===== src/rtl/mtrap_pkg.sv =====
package mtrap_pkg;
    localparam logic [1:0] PRIV_MACH = 2'b11;
    localparam logic [1:0] TVEC_VECT = 2'b01;
endpackage


===== src/rtl/mtrap_target.sv =====
module mtrap_target
    import mtrap_pkg::*;
#(
    parameter int XLEN        = 32,
    parameter bit VECTORED_EN = 1'b1
) (
    input  logic [XLEN-1:0] tvec_i,
    input  logic [XLEN-2:0] code_i,
    output logic [XLEN-1:0] target_o
);
    localparam int OFS_W = XLEN + 1;

    logic [XLEN-1:0] base;
    assign base = {tvec_i[XLEN-1:2], 2'b00};

    generate
        if (VECTORED_EN) begin : g_vect
            logic [OFS_W-1:0] ofs;
            always_comb begin
                ofs = {code_i, 2'b00};
                if (tvec_i[1:0] == TVEC_VECT) begin
                    target_o = base + ofs[XLEN-1:0];
                end else begin
                    target_o = base;
                end
            end
        end else begin : g_direct
            assign target_o = base;
        end
    endgenerate
endmodule


===== src/rtl/mtrap_regs.sv =====
module mtrap_regs
    import mtrap_pkg::*;
#(
    parameter int XLEN = 32
) (
    input  logic            clk_i,
    input  logic            rst_ni,
    input  logic            trap_req_i,
    input  logic            trap_irq_i,
    input  logic [XLEN-2:0] trap_code_i,
    input  logic [XLEN-1:0] trap_val_i,
    input  logic [XLEN-1:0] pc_i,
    input  logic [XLEN-1:0] target_i,
    input  logic            ld_i,
    input  logic            ld_gie_i,
    input  logic [1:0]      ld_priv_i,
    output logic [XLEN-1:0] saved_pc_o,
    output logic [XLEN-1:0] cause_o,
    output logic [XLEN-1:0] tval_o,
    output logic            gie_o,
    output logic            prev_gie_o,
    output logic [1:0]      prev_priv_o,
    output logic [1:0]      priv_o,
    output logic            redir_o,
    output logic [XLEN-1:0] redir_pc_o
);
    typedef struct packed {
        logic [XLEN-1:0] epc;
        logic [XLEN-1:0] cause;
        logic [XLEN-1:0] tval;
        logic            gie;
        logic            pgie;
        logic [1:0]      ppriv;
        logic [1:0]      priv;
        logic            redir;
        logic [XLEN-1:0] rpc;
    } state_t;

    state_t st_d, st_q;
    logic   take;

    assign take = trap_req_i & st_q.gie;

    always_comb begin
        st_d       = st_q;
        st_d.redir = 1'b0;
        if (take) begin
            st_d.epc   = pc_i;
            st_d.cause = {trap_irq_i, trap_code_i};
            st_d.tval  = trap_val_i;
            st_d.ppriv = st_q.priv;
            st_d.pgie  = st_q.gie;
            st_d.gie   = 1'b0;
            st_d.priv  = PRIV_MACH;
            st_d.redir = 1'b1;
            st_d.rpc   = target_i;
        end else if (ld_i) begin
            st_d.gie  = ld_gie_i;
            st_d.priv = ld_priv_i;
        end
    end

    always_ff @(posedge clk_i) begin
        if (!rst_ni) begin
            st_q      <= '0;
            st_q.priv <= PRIV_MACH;
        end else begin
            st_q <= st_d;
        end
    end

    assign saved_pc_o  = st_q.epc;
    assign cause_o     = st_q.cause;
    assign tval_o      = st_q.tval;
    assign gie_o       = st_q.gie;
    assign prev_gie_o  = st_q.pgie;
    assign prev_priv_o = st_q.ppriv;
    assign priv_o      = st_q.priv;
    assign redir_o     = st_q.redir;
    assign redir_pc_o  = st_q.rpc;

    AST_REDIR_ONE_CYCLE: assert property (@(posedge clk_i) disable iff (!rst_ni)
        redir_o |=> !redir_o);
    AST_GIE_CLEARED: assert property (@(posedge clk_i) disable iff (!rst_ni)
        redir_o |-> (!gie_o && prev_gie_o));
    AST_PRIV_MACH: assert property (@(posedge clk_i) disable iff (!rst_ni)
        redir_o |-> (priv_o == PRIV_MACH));
    AST_IGNORED_NO_CHANGE: assert property (@(posedge clk_i) disable iff (!rst_ni)
        (trap_req_i && !gie_o && !ld_i) |=> (!redir_o && $stable(saved_pc_o)
            && $stable(cause_o) && $stable(tval_o)));
    AST_TAKE_REDIRECTS: assert property (@(posedge clk_i) disable iff (!rst_ni)
        (trap_req_i && gie_o) |=> (redir_o && saved_pc_o == $past(pc_i)));
endmodule


===== src/rtl/mtrap_entry.sv =====
module mtrap_entry
    import mtrap_pkg::*;
#(
    parameter int XLEN        = 32,
    parameter bit VECTORED_EN = 1'b1
) (
    input  logic            clk_i,
    input  logic            rst_ni,
    input  logic            trap_req_i,
    input  logic            trap_irq_i,
    input  logic [XLEN-2:0] trap_code_i,
    input  logic [XLEN-1:0] trap_val_i,
    input  logic [XLEN-1:0] pc_i,
    input  logic [XLEN-1:0] tvec_i,
    input  logic            ld_i,
    input  logic            ld_gie_i,
    input  logic [1:0]      ld_priv_i,
    output logic [XLEN-1:0] saved_pc_o,
    output logic [XLEN-1:0] cause_o,
    output logic [XLEN-1:0] tval_o,
    output logic            gie_o,
    output logic            prev_gie_o,
    output logic [1:0]      prev_priv_o,
    output logic [1:0]      priv_o,
    output logic            redir_o,
    output logic [XLEN-1:0] redir_pc_o
);
    logic [XLEN-1:0] target;

    mtrap_target #(.XLEN(XLEN), .VECTORED_EN(VECTORED_EN)) i_target (
        .tvec_i   (tvec_i),
        .code_i   (trap_code_i),
        .target_o (target)
    );

    mtrap_regs #(.XLEN(XLEN)) i_regs (
        .clk_i       (clk_i),
        .rst_ni      (rst_ni),
        .trap_req_i  (trap_req_i),
        .trap_irq_i  (trap_irq_i),
        .trap_code_i (trap_code_i),
        .trap_val_i  (trap_val_i),
        .pc_i        (pc_i),
        .target_i    (target),
        .ld_i        (ld_i),
        .ld_gie_i    (ld_gie_i),
        .ld_priv_i   (ld_priv_i),
        .saved_pc_o  (saved_pc_o),
        .cause_o     (cause_o),
        .tval_o      (tval_o),
        .gie_o       (gie_o),
        .prev_gie_o  (prev_gie_o),
        .prev_priv_o (prev_priv_o),
        .priv_o      (priv_o),
        .redir_o     (redir_o),
        .redir_pc_o  (redir_pc_o)
    );

    AST_CAUSE_FROM_REQ: assert property (@(posedge clk_i) disable iff (!rst_ni)
        (trap_req_i && gie_o) |=> (cause_o == {$past(trap_irq_i), $past(trap_code_i)}));
endmodule


===== config.mk =====
export PLATFORM = sky130hd
export DESIGN_NAME = mtrap_entry
export DESIGN_NICKNAME = d
export VERILOG_FILES = /design/src/rtl/mtrap_pkg.sv /design/src/rtl/mtrap_target.sv /design/src/rtl/mtrap_regs.sv /design/src/rtl/mtrap_entry.sv
export SDC_FILE = /design/constraint.sdc
export NUM_CORES = 1
export LEC_CHECK = 0
export CAP_MARGIN = 20
export CELL_PAD_IN_SITES_DETAIL_PLACEMENT = 2
export CELL_PAD_IN_SITES_GLOBAL_PLACEMENT = 2
export CORE_AREA = 8 8 160 162
export DETAILED_ROUTE_END_ITERATION = 10
export DIE_AREA = 0 0 168 170
export PLACE_DENSITY = 0.88
export REMOVE_ABC_BUFFERS = 1
export SKIP_CTS_REPAIR_TIMING = 1
export SLEW_MARGIN = 15
export SYNTH_ARGS = -nofsm -noshare
export SYNTH_HDL_FRONTEND = slang
export SYNTH_SLANG_ARGS = --single-unit
export TNS_END_PERCENT = 20

===== constraint.sdc =====
create_clock -name clk_i -period 9.1 [get_ports clk_i]
set_clock_uncertainty 0.2 [all_clocks]
set_input_delay 2.275 -clock clk_i [delete_from_list [all_inputs] [get_ports clk_i]]
set_output_delay 2.275 -clock clk_i [all_outputs]
set_load 0.005 [all_outputs]

# Word level (Yosys, flattened, before mapping)
# Cells that the tools add are included.
# totals
out_inout_bits,135
in_bits,135
register_bits,135
# classes
n_mux,2
bitwise_logic,2
n_eq_ne,1
n_addsub,1
reduce_logical,1
# ops
op,count
33-bit 2-to-1 mux,1
32-bit adder,1
32-bit 2-to-1 mux,1
"2-bit by 1-bit == test with 1-bit output, second input constant",1
2-bit OR reduction,1
1-bit AND,1
1-bit inverter,1

# Longest topological paths before layout
# Gate-level depths: netlist of the first run.
# logic_depth
depth_word,3
mapped_depth,12
depth_no_buf,12

# Cells and area by module
# Synthesis of the first run repeated with hierarchy kept, for this count alone.
# unflattened
hier_cells,918
hier_area_um2,7175.6
# modules_own_cells
module,area_per_inst_um2,seq_area_each_um2,cells_per_inst,n_inst
mtrap_regs,5132.4,2702.6,608,1
mtrap_target,2043.2,0.0,310,1

# Worst setup path before layout of the first run
# No wires, ideal clock.
# synth_path
kind,input to register
from,input port trap_code_i[0]
to,"register i_regs.st_q, in the netlist i_regs.redir_pc_o[30]"
stages,12
setup_slack_ps,4263
t_arrival_ps,4516
t_required_ps,8778
path_cell_list,ha_1 -> fa_1 -> a21oi_1 -> o211ai_1 -> a221oi_2 -> nand4b_1 -> nand4_1 -> a21o_1 -> a21oi_1 -> o21ai_1 -> xnor2_1 -> o21ai_1
# synth_between
elab_chain_len,2
# synth_lines
element,line,rtl
from (decl),mtrap_entry.sv:11,"input logic [XLEN-2:0] trap_code_i,"
32-bit adder,mtrap_target.sv:22,target_o = base + ofs[XLEN-1:0];
32-bit 2-to-1 mux,mtrap_target.sv:21,if (tvec_i[1:0] == TVEC_VECT) begin
to (signal assigned),mtrap_regs.sv:68,st_q <= st_d;
to (decl),mtrap_regs.sv:39,"state_t st_d, st_q;"
# Every way passes these cells.
# A chain may end at the register's enable or synchronous reset.

# Worst setup path after layout of the first run
# Ends and elaborated chain as after synthesis.

==> summary.txt, run 1 <==
Outcome
  – Status: complete, no violations

Clock tree
  – Clk root buf: clkbuf_16
  – Clk_lat worst skew: 400 ps
  – Worst-path clk slew: 70 ps
  – Htree depth: 4
  – CTS sink count: 133
  – Clk buf depth: 2
  – CTS tree: yes
  – Total CTS buffers: 17

Global route
  – Largest net degree at the start of global routing: 101
  – Initial antenna violation count: 3
  – GRT Total Usage: 16.3%
  – Vias in the first global route: 6,113
  – Gr ovfl total: 0
  – First-pass GRT wire length: 36.4 mm

Synth
  – Async SR Flop Fraction: 0%
  – Synthesized cell area: 5650 sq um
  – Synthesized instance count: 566
  – Post-synth EDFFs: 0
  – Post-synthesis compound-gate area fraction: 29.8%
  – Synth Flop Type: dfxtp_1
  – Post-synth top area share: 47.2%
  – Largest family of logic cells by synthesized area: compound AO/OA/AOI/OAI gates
  – Yosys reg bits: 133
  – Unique masters post-synth: 50
  – Synth Warn #: 0
  – Mean post-synth cell area: 9.98 sq um
  – Post-synth top area cell: dfxtp_1
  – Mux share of post-synthesis cell area: 1.06%
  – Synth top area cells: dfxtp_1 47%, a22o_1 16%, ha_1 6.4%
  – Post-Synth Adder-Cell Area: 6.78%
  – Synth Area in XOR/XNOR: 3.88%
  – Post-synthesis sequential area ratio: 47.2%
  – Simple-gate portion of the synthesized area: 8.44%

Worst hold path
  – Min-delay worst type: reg -> reg
  – Hold Path Stages: 2
  – Hold_sp: i_regs.prev_gie_o
  – Worst hold endpoint: i_regs.prev_gie_o

Final layout
  – Final net count: 985
  – Non-filler instance count after layout: 1,126
  – Commonest non-fill, non-tap cell in the layout: clkdlybuf4s50_1
  – Area Overhead vs Synth: 62.8%
  – Most frequent cells in the layout: 267 x clkdlybuf4s50_1, 133 x dfxtp_1, 100 x a22o_1
  – Fraction of layout cells with a size suffix above 1: 5.76%

Routing
  – Via count: 5,569
  – Final ANT Viol Nets: 0
  – DRT iter0 DRCs: 220
  – Vias per inst: 4.95
  – Final WL: 24.0 mm
  – WL/cell: 21.3 um
  – First-pass DRT Iterations: 4
  – DRC: 0

Job
  – Max cap viols: 0

STA
  – Period utilisation layout: 60.2%
  – Fmax: 183 MHz
  – Setup TNS: 0 ps
  – Worst-Margin Slew: 1050 ps
  – Fin crit period: 5480 ps
  – RSZ-0062 raised after global routing: no
  – Final setup viols: 0
  – Slew HR: 29.8%
  – Min Hold Slack: 251 ps
  – Final Slew Violations: 0
  – Final hold vios: 0

Power and ir drop
  – LEAKAGE: 3.52 nW
  – Peak supply drop: 0.0793 mV
  – PwrDens: 172 nW/um^2

Floorplan
  – I/O pins: 270
  – Die width: 168 um
  – Die area: 28,600 sq um
  – Chip height: 170 um
  – CORE AREA: 23,100 sq um
  – Starting Density: 24.5%
  – Rows: 56

Worst setup path
  – FF-to-FF End: i_regs.redir_pc_o[25]
  – CP Capture Type: register
  – Crit path DAT: 5560 ps
  – Critical Path RT: 9180 ps
  – Startpoint types: primary input
  – R2R depth: 5
  – CP max FO: 4
  – Crit path kind: in -> reg
  – Worst reg2reg startpoint: i_regs.gie_o
  – R2R Setup Slk: 6650 ps

Place
  – Port buffer count: 267
  – Total placed cells including tap cells: 1,091
  – Gpl congestion: 0.830
  – Post-DP HPWL: 18.3 mm
## metrics by stage
step | total power, mW | utilization (%) | setup slack, ps | area [sq um]
2_1_floorplan | 0.746 | - | 1450 | 5500
3_3_place_gp | 0.882 | 37.3 | 3320 | 8600
3_5_place_dp | 0.892 | 37.3 | 3180 | 8600
4_1_cts | 1.61 | 39.9 | 3600 | 9190
5_1_grt | 1.65 | 39.9 | 3360 | 9190
6_report | 1.58 | 39.9 | 3620 | 9190
## area by class of cell
type / count / area (sq um)
well taps: 290 / 363
diodes: 3 / 7.51
clock buffers: 17 / 425
flip-flops and latches: 133 / 2660
inverters: 3 / 13.8
clock inverters: 15 / 163
fillers: 2446 / 13900
repair buffers: 271 / 2720
multi-input cells: 394 / 2840
## cells in the mapped netlist (2+ instances only)
| master | count |
|---|---|
| a211o_1 | 2 |
| a211oi_1 | 2 |
| a21boi_1 | 2 |
| a21o_1 | 6 |
| a21oi_1 | 39 |
| a221oi_1 | 2 |
| a221oi_2 | 2 |
| a22o_1 | 100 |
| a32oi_1 | 9 |
| and2_1 | 3 |
| buf_1 | 3 |
| buf_4 | 2 |
| clkbuf_1 | 32 |
| dfxtp_1 | 133 |
| ha_1 | 29 |
| inv_1 | 3 |
| mux2i_1 | 6 |
| nand2_1 | 44 |
| nand2b_1 | 2 |
| nand3_1 | 11 |
| nand4_1 | 2 |
| nor2_1 | 29 |
| nor2b_1 | 4 |
| nor3_1 | 3 |
| nor3b_1 | 2 |
| o21ai_0 | 32 |
| o21ai_1 | 13 |
| o21bai_1 | 2 |
| or3_1 | 3 |
| xnor2_1 | 12 |
| xor2_1 | 13 |
## critical path, cell delays in order
cell and delay [ps]:
clkdlybuf4s50_1 430, ha_1 240, fa_1 450, a21oi_1 250, o211ai_1 210, a221oi_2 470
nand4b_1 180, nand4_1 210, a21o_1 240, a21oi_1 240, o21ai_1 130, xnor2_1 160
o21ai_1 80
## cell families after synthesis
group                    after synthesis
AO/OA/AOI/OAI                        224
flip-flops                           133
AND/OR/NAND/NOR                      107
buffers and inverters                 40
adder cells (fa/ha/maj)               30
XOR/XNOR                              25
multiplexers                           6
other                                  1
## registers in the layout, summed over array words and instances, names as in the netlist
| register | count |
|---|---|
| i_regs.tval_o | 32 |
| i_regs.gie_o | 1 |
| i_regs.prev_priv_o | 2 |
| i_regs.priv_o | 2 |
| i_regs.prev_gie_o | 1 |
| i_regs.cause_o | 32 |
| i_regs.redir_o | 1 |
| i_regs.redir_pc_o | 30 |
| i_regs.saved_pc_o | 32 |
## routing by layer
metal	wire, um	vias to the layer above	GRT usage [%]
met2	11900	190	28.3
met1	10300	2727	19.1
met4	487	0	5.94
met3	1370	24	4.56
li1	-	2628	-
met5	0	-	0
## worst max path at each step
stage,endpoint,from,cells after the start
CTS,i_regs.redir_pc_o[30],trap_code_i[0],13
global route,i_regs.redir_pc_o[30],trap_code_i[0],13
detailed placement,i_regs.redir_pc_o[30],trap_code_i[0],13
global placement,i_regs.redir_pc_o[30],trap_code_i[0],13
floorplan,i_regs.cause_o[0],rst_ni,2
finish,i_regs.redir_pc_o[30],trap_code_i[0],13
## power by group
group / internal (mW) / total [mW] / leakage, nW / switching (mW)
Sequential: 0.600 / 0.611 / 1.08 / 0.0106
Clock: 0.390 / 0.701 / 0.288 / 0.312
Combinational: 0.142 / 0.266 / 2.15 / 0.124
Total: 1.13 / 1.58 / 3.52 / 0.446
No activity file was read; power rests on OpenSTA's default activity.
==> inputs of run 2 (changes only) <==
--- a/config.mk
+++ b/config.mk
@@ -8,10 +8,10 @@
 export CAP_MARGIN = 20
 export CELL_PAD_IN_SITES_DETAIL_PLACEMENT = 2
 export CELL_PAD_IN_SITES_GLOBAL_PLACEMENT = 2
-export CORE_AREA = 8 8 160 162
+export CORE_AREA = 8 8 173 175
 export DETAILED_ROUTE_END_ITERATION = 10
-export DIE_AREA = 0 0 168 170
-export PLACE_DENSITY = 0.88
+export DIE_AREA = 0 0 181 183
+export PLACE_DENSITY = 0.8
 export REMOVE_ABC_BUFFERS = 1
 export SKIP_CTS_REPAIR_TIMING = 1
 export SLEW_MARGIN = 15
==> constraint.sdc (replaced) <==
create_clock -name clk_i -period 4.51 [get_ports clk_i]
set_clock_uncertainty 0.2 [all_clocks]
set_input_delay 1.1275 -clock clk_i [delete_from_list [all_inputs] [get_ports clk_i]]
set_output_delay 1.1275 -clock clk_i [all_outputs]
set_load 0.005 [all_outputs]
==> run 2 against run 1 <==
Register-to-register slack got worse by 3900 ps; non-clock buffer count rose by 6; power rose by 98%; critical path depth rose by 1; critical path type unchanged; critical endpoint is now i_regs.redir_pc_o[28]; largest power group unchanged.
==> summary.txt, run 2 (synthesized netlist as in run 1, its figures left out) <==
Clock tree
  – Clk root buf: clkbuf_16 (unchanged)
  – Clk_lat worst skew: 410 ps (was 400 ps)
  – Total CTS buffers: 17 (unchanged)
  – Worst-path clk slew: 60 ps (was 70 ps)
  – CTS tree: yes (unchanged)
  – Clk buf depth: 2 (unchanged)
  – CTS sink count: 133 (unchanged)
  – Htree depth: 4 (unchanged)

Global route
  – First-pass GRT wire length: 37.2 mm (was 36.4 mm)
  – Initial antenna violation count: 0 (was 3)
  – GRT Total Usage: 14.2% (was 16.3%)
  – Largest net degree at the start of global routing: 70 (was 101)
  – Vias in the first global route: 6,255 (was 6,113)
  – Gr ovfl total: 0 (unchanged)

Worst setup path
  – CP max FO: 4 (unchanged)
  – Largest delay share family, worst path: compound AO/OA/AOI/OAI gates (unchanged)
  – Critical Path RT: 4600 ps (was 9180 ps)
  – CP Capture Type: register (unchanged)
  – Worst stage delay on the critical path: 440 ps (was 470 ps)
  – Buf+Inv Stages, Crit Path: 3 (was 1)
  – Slowest stage cell, crit path: fa_1 (was a221oi_2)
  – Crit path DAT: 4240 ps (was 5560 ps)
  – CP Cell Sequence: clkdlybuf4s50_1 > ha_1 > fa_1 > a21oi_1 > o211ai_1 > a221oi_2 > buf_4 > nand4b_1 > nand4_1 > a21o_1 > a21oi_1 > buf_4 > xor2_1 > o21ai_1 (was clkdlybuf4s50_1 > ha_1 > fa_1 > a21oi_1 > o211ai_1 > a221oi_2 > nand4b_1 > nand4_1 > a21o_1 > a21oi_1 > o21ai_1 > xnor2_1 > o21ai_1)
  – Startpoint types: primary input (unchanged)
  – Crit path kind: in -> reg (unchanged)

Outcome
  – Status: complete, no violations (unchanged)

STA
  – Worst-Margin Slew: 708 ps (was 1050 ps)
  – Final setup viols: 0 (unchanged)
  – Min Hold Slack: 251 ps (about the same)
  – Fin worst setup slack: 355 ps (was 3620 ps)
  – Fin crit period: 4160 ps
  – Final hold vios: 0 (unchanged)
  – Period utilisation layout: 92.1%
  – Fmax: 241 MHz
  – Slew HR: 52.7% (was 29.8%)
  – Final Slew Violations: 0 (unchanged)
  – RSZ-0062 raised after global routing: no (unchanged)

Worst hold path
  – Min-delay worst type: reg -> reg (unchanged)

Final layout
  – Area Overhead vs Synth: 64.6% (was 62.8%)
  – Fraction of layout cells with a size suffix above 1: 6.20% (was 5.76%)
  – Commonest non-fill, non-tap cell in the layout: clkdlybuf4s50_1 (unchanged)
  – Final net count: 991 (was 985)
  – Most frequent cells in the layout: 267 x clkdlybuf4s50_1, 133 x dfxtp_1, 100 x a22o_1 (unchanged)
  – # diodes: 0 (was 3)

Floorplan
  – Starting Density: 20.7% (was 24.5%)
  – Die width: 181 um (was 168 um)
  – Chip height: 183 um (was 170 um)
  – Die area: 33,100 sq um (was 28,600 sq um)
  – CORE AREA: 27,300 sq um (was 23,100 sq um)
  – I/O pins: 270 (unchanged)
  – Rows: 61 (was 56)

Routing
  – Vias per inst: 4.70 (was 4.95)
  – DRT iter0 DRCs: 187 (was 220)
  – Final ANT Viol Nets: 0 (unchanged)
  – Via count: 5,565 (was 5,569)
  – First-pass DRT Iterations: 4 (unchanged)
  – Final WL: 23.8 mm (was 24.0 mm)
  – DRC: 0 (unchanged)
  – WL/cell: 20.1 um (was 21.3 um)

Place
  – Post-Place Setup Slack: -65.0 ps (was 3180 ps)
  – Post-DP HPWL: 18.2 mm (was 18.3 mm)
  – Gpl congestion: 0.779 (was 0.830)
  – Port buffer count: 267 (unchanged)

Power and ir drop
  – Peak supply drop: 0.195 mV (was 0.0793 mV)
  – PwrDens: 337 nW/um^2 (was 172 nW/um^2)
  – LEAKAGE: 3.52 nW (about the same)

Job
  – Max cap viols: 0 (unchanged)
==> run 2: cell count changes in the layout (fill, tap and decap cells not counted), sizes merged <==
cell,change
diode,-3
clkbuf,+2
clkinvlp,+4
buf,+6
inv,-5
clkinv,-1
==> run 2: path summary, 6_finish.rpt <==
check	to	slack, ps	cells after the start	startpoint
max	i_regs.redir_pc_o[28]	350	14	trap_code_i[0]
min	i_regs.prev_gie_o	250	2	i_regs.prev_gie_o
max reg2reg	i_regs.redir_pc_o[31]	2740	5	i_regs.gie_o
min reg2reg	i_regs.prev_gie_o	250	2	i_regs.prev_gie_o
==> run 2: per-layer routing <==
metal | track usage (%) | routed length (um)
met1 | 16.9 | 10600
met2 | 24.7 | 11500
met3 | 4.35 | 1420
met4 | 3.41 | 263
met5 | 0 | 0
==> run 2: final cells by class <==
| cell class | instances | area, sq um |
|---|---|---|
| inverters | 3 | 13.8 |
| flip-flops and latches | 133 | 2660 |
| fillers | 2990 | 18000 |
| well taps | 346 | 433 |
| clock inverters | 13 | 125 |
| clock buffers | 19 | 433 |
| multi-input cells | 394 | 2840 |
| repair buffers | 277 | 2790 |
==> run 2: through the flow <==
| stage | cell area, sq um | instances | total power [mW] | TNS, ps | util, % |
|---|---|---|---|---|---|
| floorplan | 5500 | 530 | 1.51 | -251880 | - |
| global placement | 8740 | 1153 | 1.79 | -28.1 | 32.0 |
| detailed placement | 8740 | 1153 | 1.81 | -117 | 32.0 |
| CTS | 9300 | 1185 | 3.20 | 0 | 34.0 |
| global route | 9300 | 1185 | 3.29 | 0 | 34.0 |
| finish | 9300 | 1185 | 3.13 | 0 | 34.0 |
==> run 2: power breakdown <==
group          total, mW  internal, mW  switching [mW]
Clock               1.36         0.766           0.589
Sequential          1.23          1.21          0.0205
Combinational      0.546         0.294           0.252
Total               3.13          2.27           0.862
==> run 2: worst register-to-register path, cell delays in order, from the launching register on <==
cell,delay [ps]
dfxtp_1,420
nand3_1,170
inv_4,300
buf_12,340
a32oi_1,170
nand3_1,110
==> inputs of run 3 (changes only) <==
--- a/config.mk
+++ b/config.mk
@@ -11,7 +11,7 @@
 export CORE_AREA = 8 8 173 175
 export DETAILED_ROUTE_END_ITERATION = 10
 export DIE_AREA = 0 0 181 183
-export PLACE_DENSITY = 0.8
+export PLACE_DENSITY_LB_ADDON = 0.25
 export REMOVE_ABC_BUFFERS = 1
 export SKIP_CTS_REPAIR_TIMING = 1
 export SLEW_MARGIN = 15
==> run 3 against run 2 <==
Critical path depth unchanged; first-iteration DRC count fell by 27%; power up 2.8%; via count is 0.40% lower; worst hold slack about the same; clock-buffer cell count shrank 1; maximum frequency increased by 2.3%; sequential share of layout area down 0.21 points; critical path type unchanged; critical endpoint is now i_regs.redir_pc_o[30].
==> summary.txt, run 3 (synthesized netlist as in run 1, its figures left out) <==
Job
  – Max cap viols: 0 (unchanged)

STA
  – Setup TNS: 0 ps (unchanged)
  – Final hold vios: 0 (unchanged)
  – Final setup viols: 0 (unchanged)
  – RSZ-0062 raised after global routing: no (unchanged)
  – Fmax: 246 MHz (was 241 MHz)
  – Period utilisation layout: 90.0% (was 92.1%)
  – Final Slew Violations: 0 (unchanged)
  – Min Hold Slack: 250 ps (was 251 ps)
  – Fin crit period: 4060 ps (was 4160 ps)

Routing
  – Vias per inst: 4.66 (was 4.70)
  – First-pass DRT Iterations: 4 (unchanged)
  – Via count: 5,543 (was 5,565)
  – Final ANT Viol Nets: 0 (unchanged)
  – Final WL: 23.9 mm (was 23.8 mm)
  – DRT iter0 DRCs: 136 (was 187)
  – WL/cell: 20.1 um (about the same)
  – DRC: 0 (unchanged)

Worst setup path
  – Slowest stage cell, crit path: clkdlybuf4s50_1 (was fa_1)
  – CP Capture Type: register (unchanged)
  – Crit path launch: trap_code_i[0] (unchanged)
  – CP max FO: 4 (unchanged)
  – Crit path DAT: 4160 ps (was 4240 ps)
  – CP Cell Sequence: clkdlybuf4s50_1 > ha_1 > fa_1 > a21oi_1 > o211ai_1 > a221oi_2 > buf_4 > nand4b_1 > nand4_1 > a21o_1 > a21oi_1 > o21ai_1 > xnor2_1 > o21ai_1 (was clkdlybuf4s50_1 > ha_1 > fa_1 > a21oi_1 > o211ai_1 > a221oi_2 > buf_4 > nand4b_1 > nand4_1 > a21o_1 > a21oi_1 > buf_4 > xor2_1 > o21ai_1)
  – Worst reg2reg startpoint: i_regs.gie_o (unchanged)
  – R2R depth: 4 (was 5)
  – Worst stage delay on the critical path: 430 ps (was 440 ps)
  – Crit path kind: in -> reg (unchanged)
  – Critical Path RT: 4610 ps (was 4600 ps)
  – Startpoint types: primary input (unchanged)

Power and ir drop
  – PwrDens: 344 nW/um^2 (was 337 nW/um^2)
  – Overall Power: 3.22 mW (was 3.13 mW)
  – Peak supply drop: 0.208 mV (was 0.195 mV)
  – LEAKAGE: 3.56 nW (was 3.52 nW)

Global route
  – Initial antenna violation count: 1 (was 0)
  – Largest net degree at the start of global routing: 64 (was 70)
  – Gr ovfl total: 0 (unchanged)
  – GRT Total Usage: 14.2% (about the same)
  – First-pass GRT wire length: 36.8 mm (was 37.2 mm)
  – Vias in the first global route: 6,010 (was 6,255)

Floorplan
  – Starting Density: 20.7% (unchanged)
  – Die area: 33,100 sq um (unchanged)
  – I/O pins: 270 (unchanged)
  – Rows: 61 (unchanged)
  – CORE AREA: 27,300 sq um (unchanged)
  – Die width: 181 um (unchanged)
  – Chip height: 183 um (unchanged)

Final layout
  – Area Overhead vs Synth: 65.8% (was 64.6%)
  – Commonest non-fill, non-tap cell in the layout: clkdlybuf4s50_1 (unchanged)
  – Register area: 2660 sq um (unchanged)
  – Multi-input gate area: 2840 sq um (unchanged)
  – Fill cell count: 2,953 (was 2,990)
  – Most frequent cells in the layout: 267 x clkdlybuf4s50_1, 133 x dfxtp_1, 100 x a22o_1 (unchanged)
  – Fraction of layout cells with a size suffix above 1: 6.54% (was 6.20%)
  – Final net count: 993 (was 991)

Clock tree
  – CTS sink count: 133 (unchanged)
  – Htree depth: 4 (unchanged)
  – Clk buf depth: 2 (unchanged)
  – Total CTS buffers: 17 (unchanged)
  – Worst-path clk slew: 60 ps (about the same)
  – Clk_lat worst skew: 410 ps (about the same)
  – CTS tree: yes (unchanged)
  – Clk root buf: clkbuf_16 (unchanged)

Worst hold path
  – Min-delay worst type: reg -> reg (unchanged)
  – Hold Path Stages: 2 (unchanged)
  – Hold_sp: i_regs.prev_gie_o (unchanged)

Outcome
  – Status: complete, no violations (unchanged)

Place
  – Post-DP HPWL: 18.1 mm (was 18.2 mm)
  – Port buffer count: 267 (unchanged)
  – Gpl congestion: 0.746 (was 0.779)
[run 3: cell types whose count changed in the layout (fill, tap and decap cells not counted), moves of 2 or more]
cell        delta
clkinv_4       -2
inv_6          +4
clkinvlp_4     -2
diode_2        +2
[run 3: stage by stage]
stage	cells	utilization [%]	worst slack, ps	instance area, sq um
3_5_place_dp	1155	32.1	7.22	8770
5_1_grt	1188	34.3	184	9360
6_report	1189	34.3	450	9360
4_1_cts	1187	34.3	447	9360
3_3_place_gp	1155	32.1	14.4	8770
2_1_floorplan	530	-	-2000	5500
[run 3: critical path: cells and delay by family]
kind                     cells  cell delay [ps]
AO/OA/AOI/OAI                7             1350
XOR/XNOR                     1              150
adder cells (fa/ha/maj)      2              660
buffers and inverters        2              610
AND/OR/NAND/NOR              2              270
[run 3: where the power goes]
group / total, mW / switching [mW] / internal [mW]
sequential: 1.23 / 0.0194 / 1.21
combinational: 0.545 / 0.248 / 0.296
clock: 1.45 / 0.614 / 0.832
[run 3: worst paths after layout]
check                                        endpoint  slack (ps)
worst min register to register      i_regs.prev_gie_o         250
worst max register to register  i_regs.redir_pc_o[15]        2630
worst min-delay path                i_regs.prev_gie_o         250
worst max-delay path            i_regs.redir_pc_o[30]         450
[run 3: final cells by class]
type / instances / area share, %
tap: 346 / 4.62
clock inverter: 14 / 1.75
clock buffer: 18 / 4.58
inverter: 3 / 0.147
antenna: 2 / 0.0534
multi-input combinational: 394 / 30.4
sequential: 133 / 28.4
timing repair buffer: 279 / 30.0
[run 3: per-layer routing]
metal / track usage (%) / wire length (um) / vias to the layer above
met5: 0 / 0 / -
met4: 3.08 / 205 / 0
met3: 5.40 / 1830 / 17
met2: 22.2 / 10300 / 201
met1: 18.3 / 11500 / 2680
li1: - / - / 2645
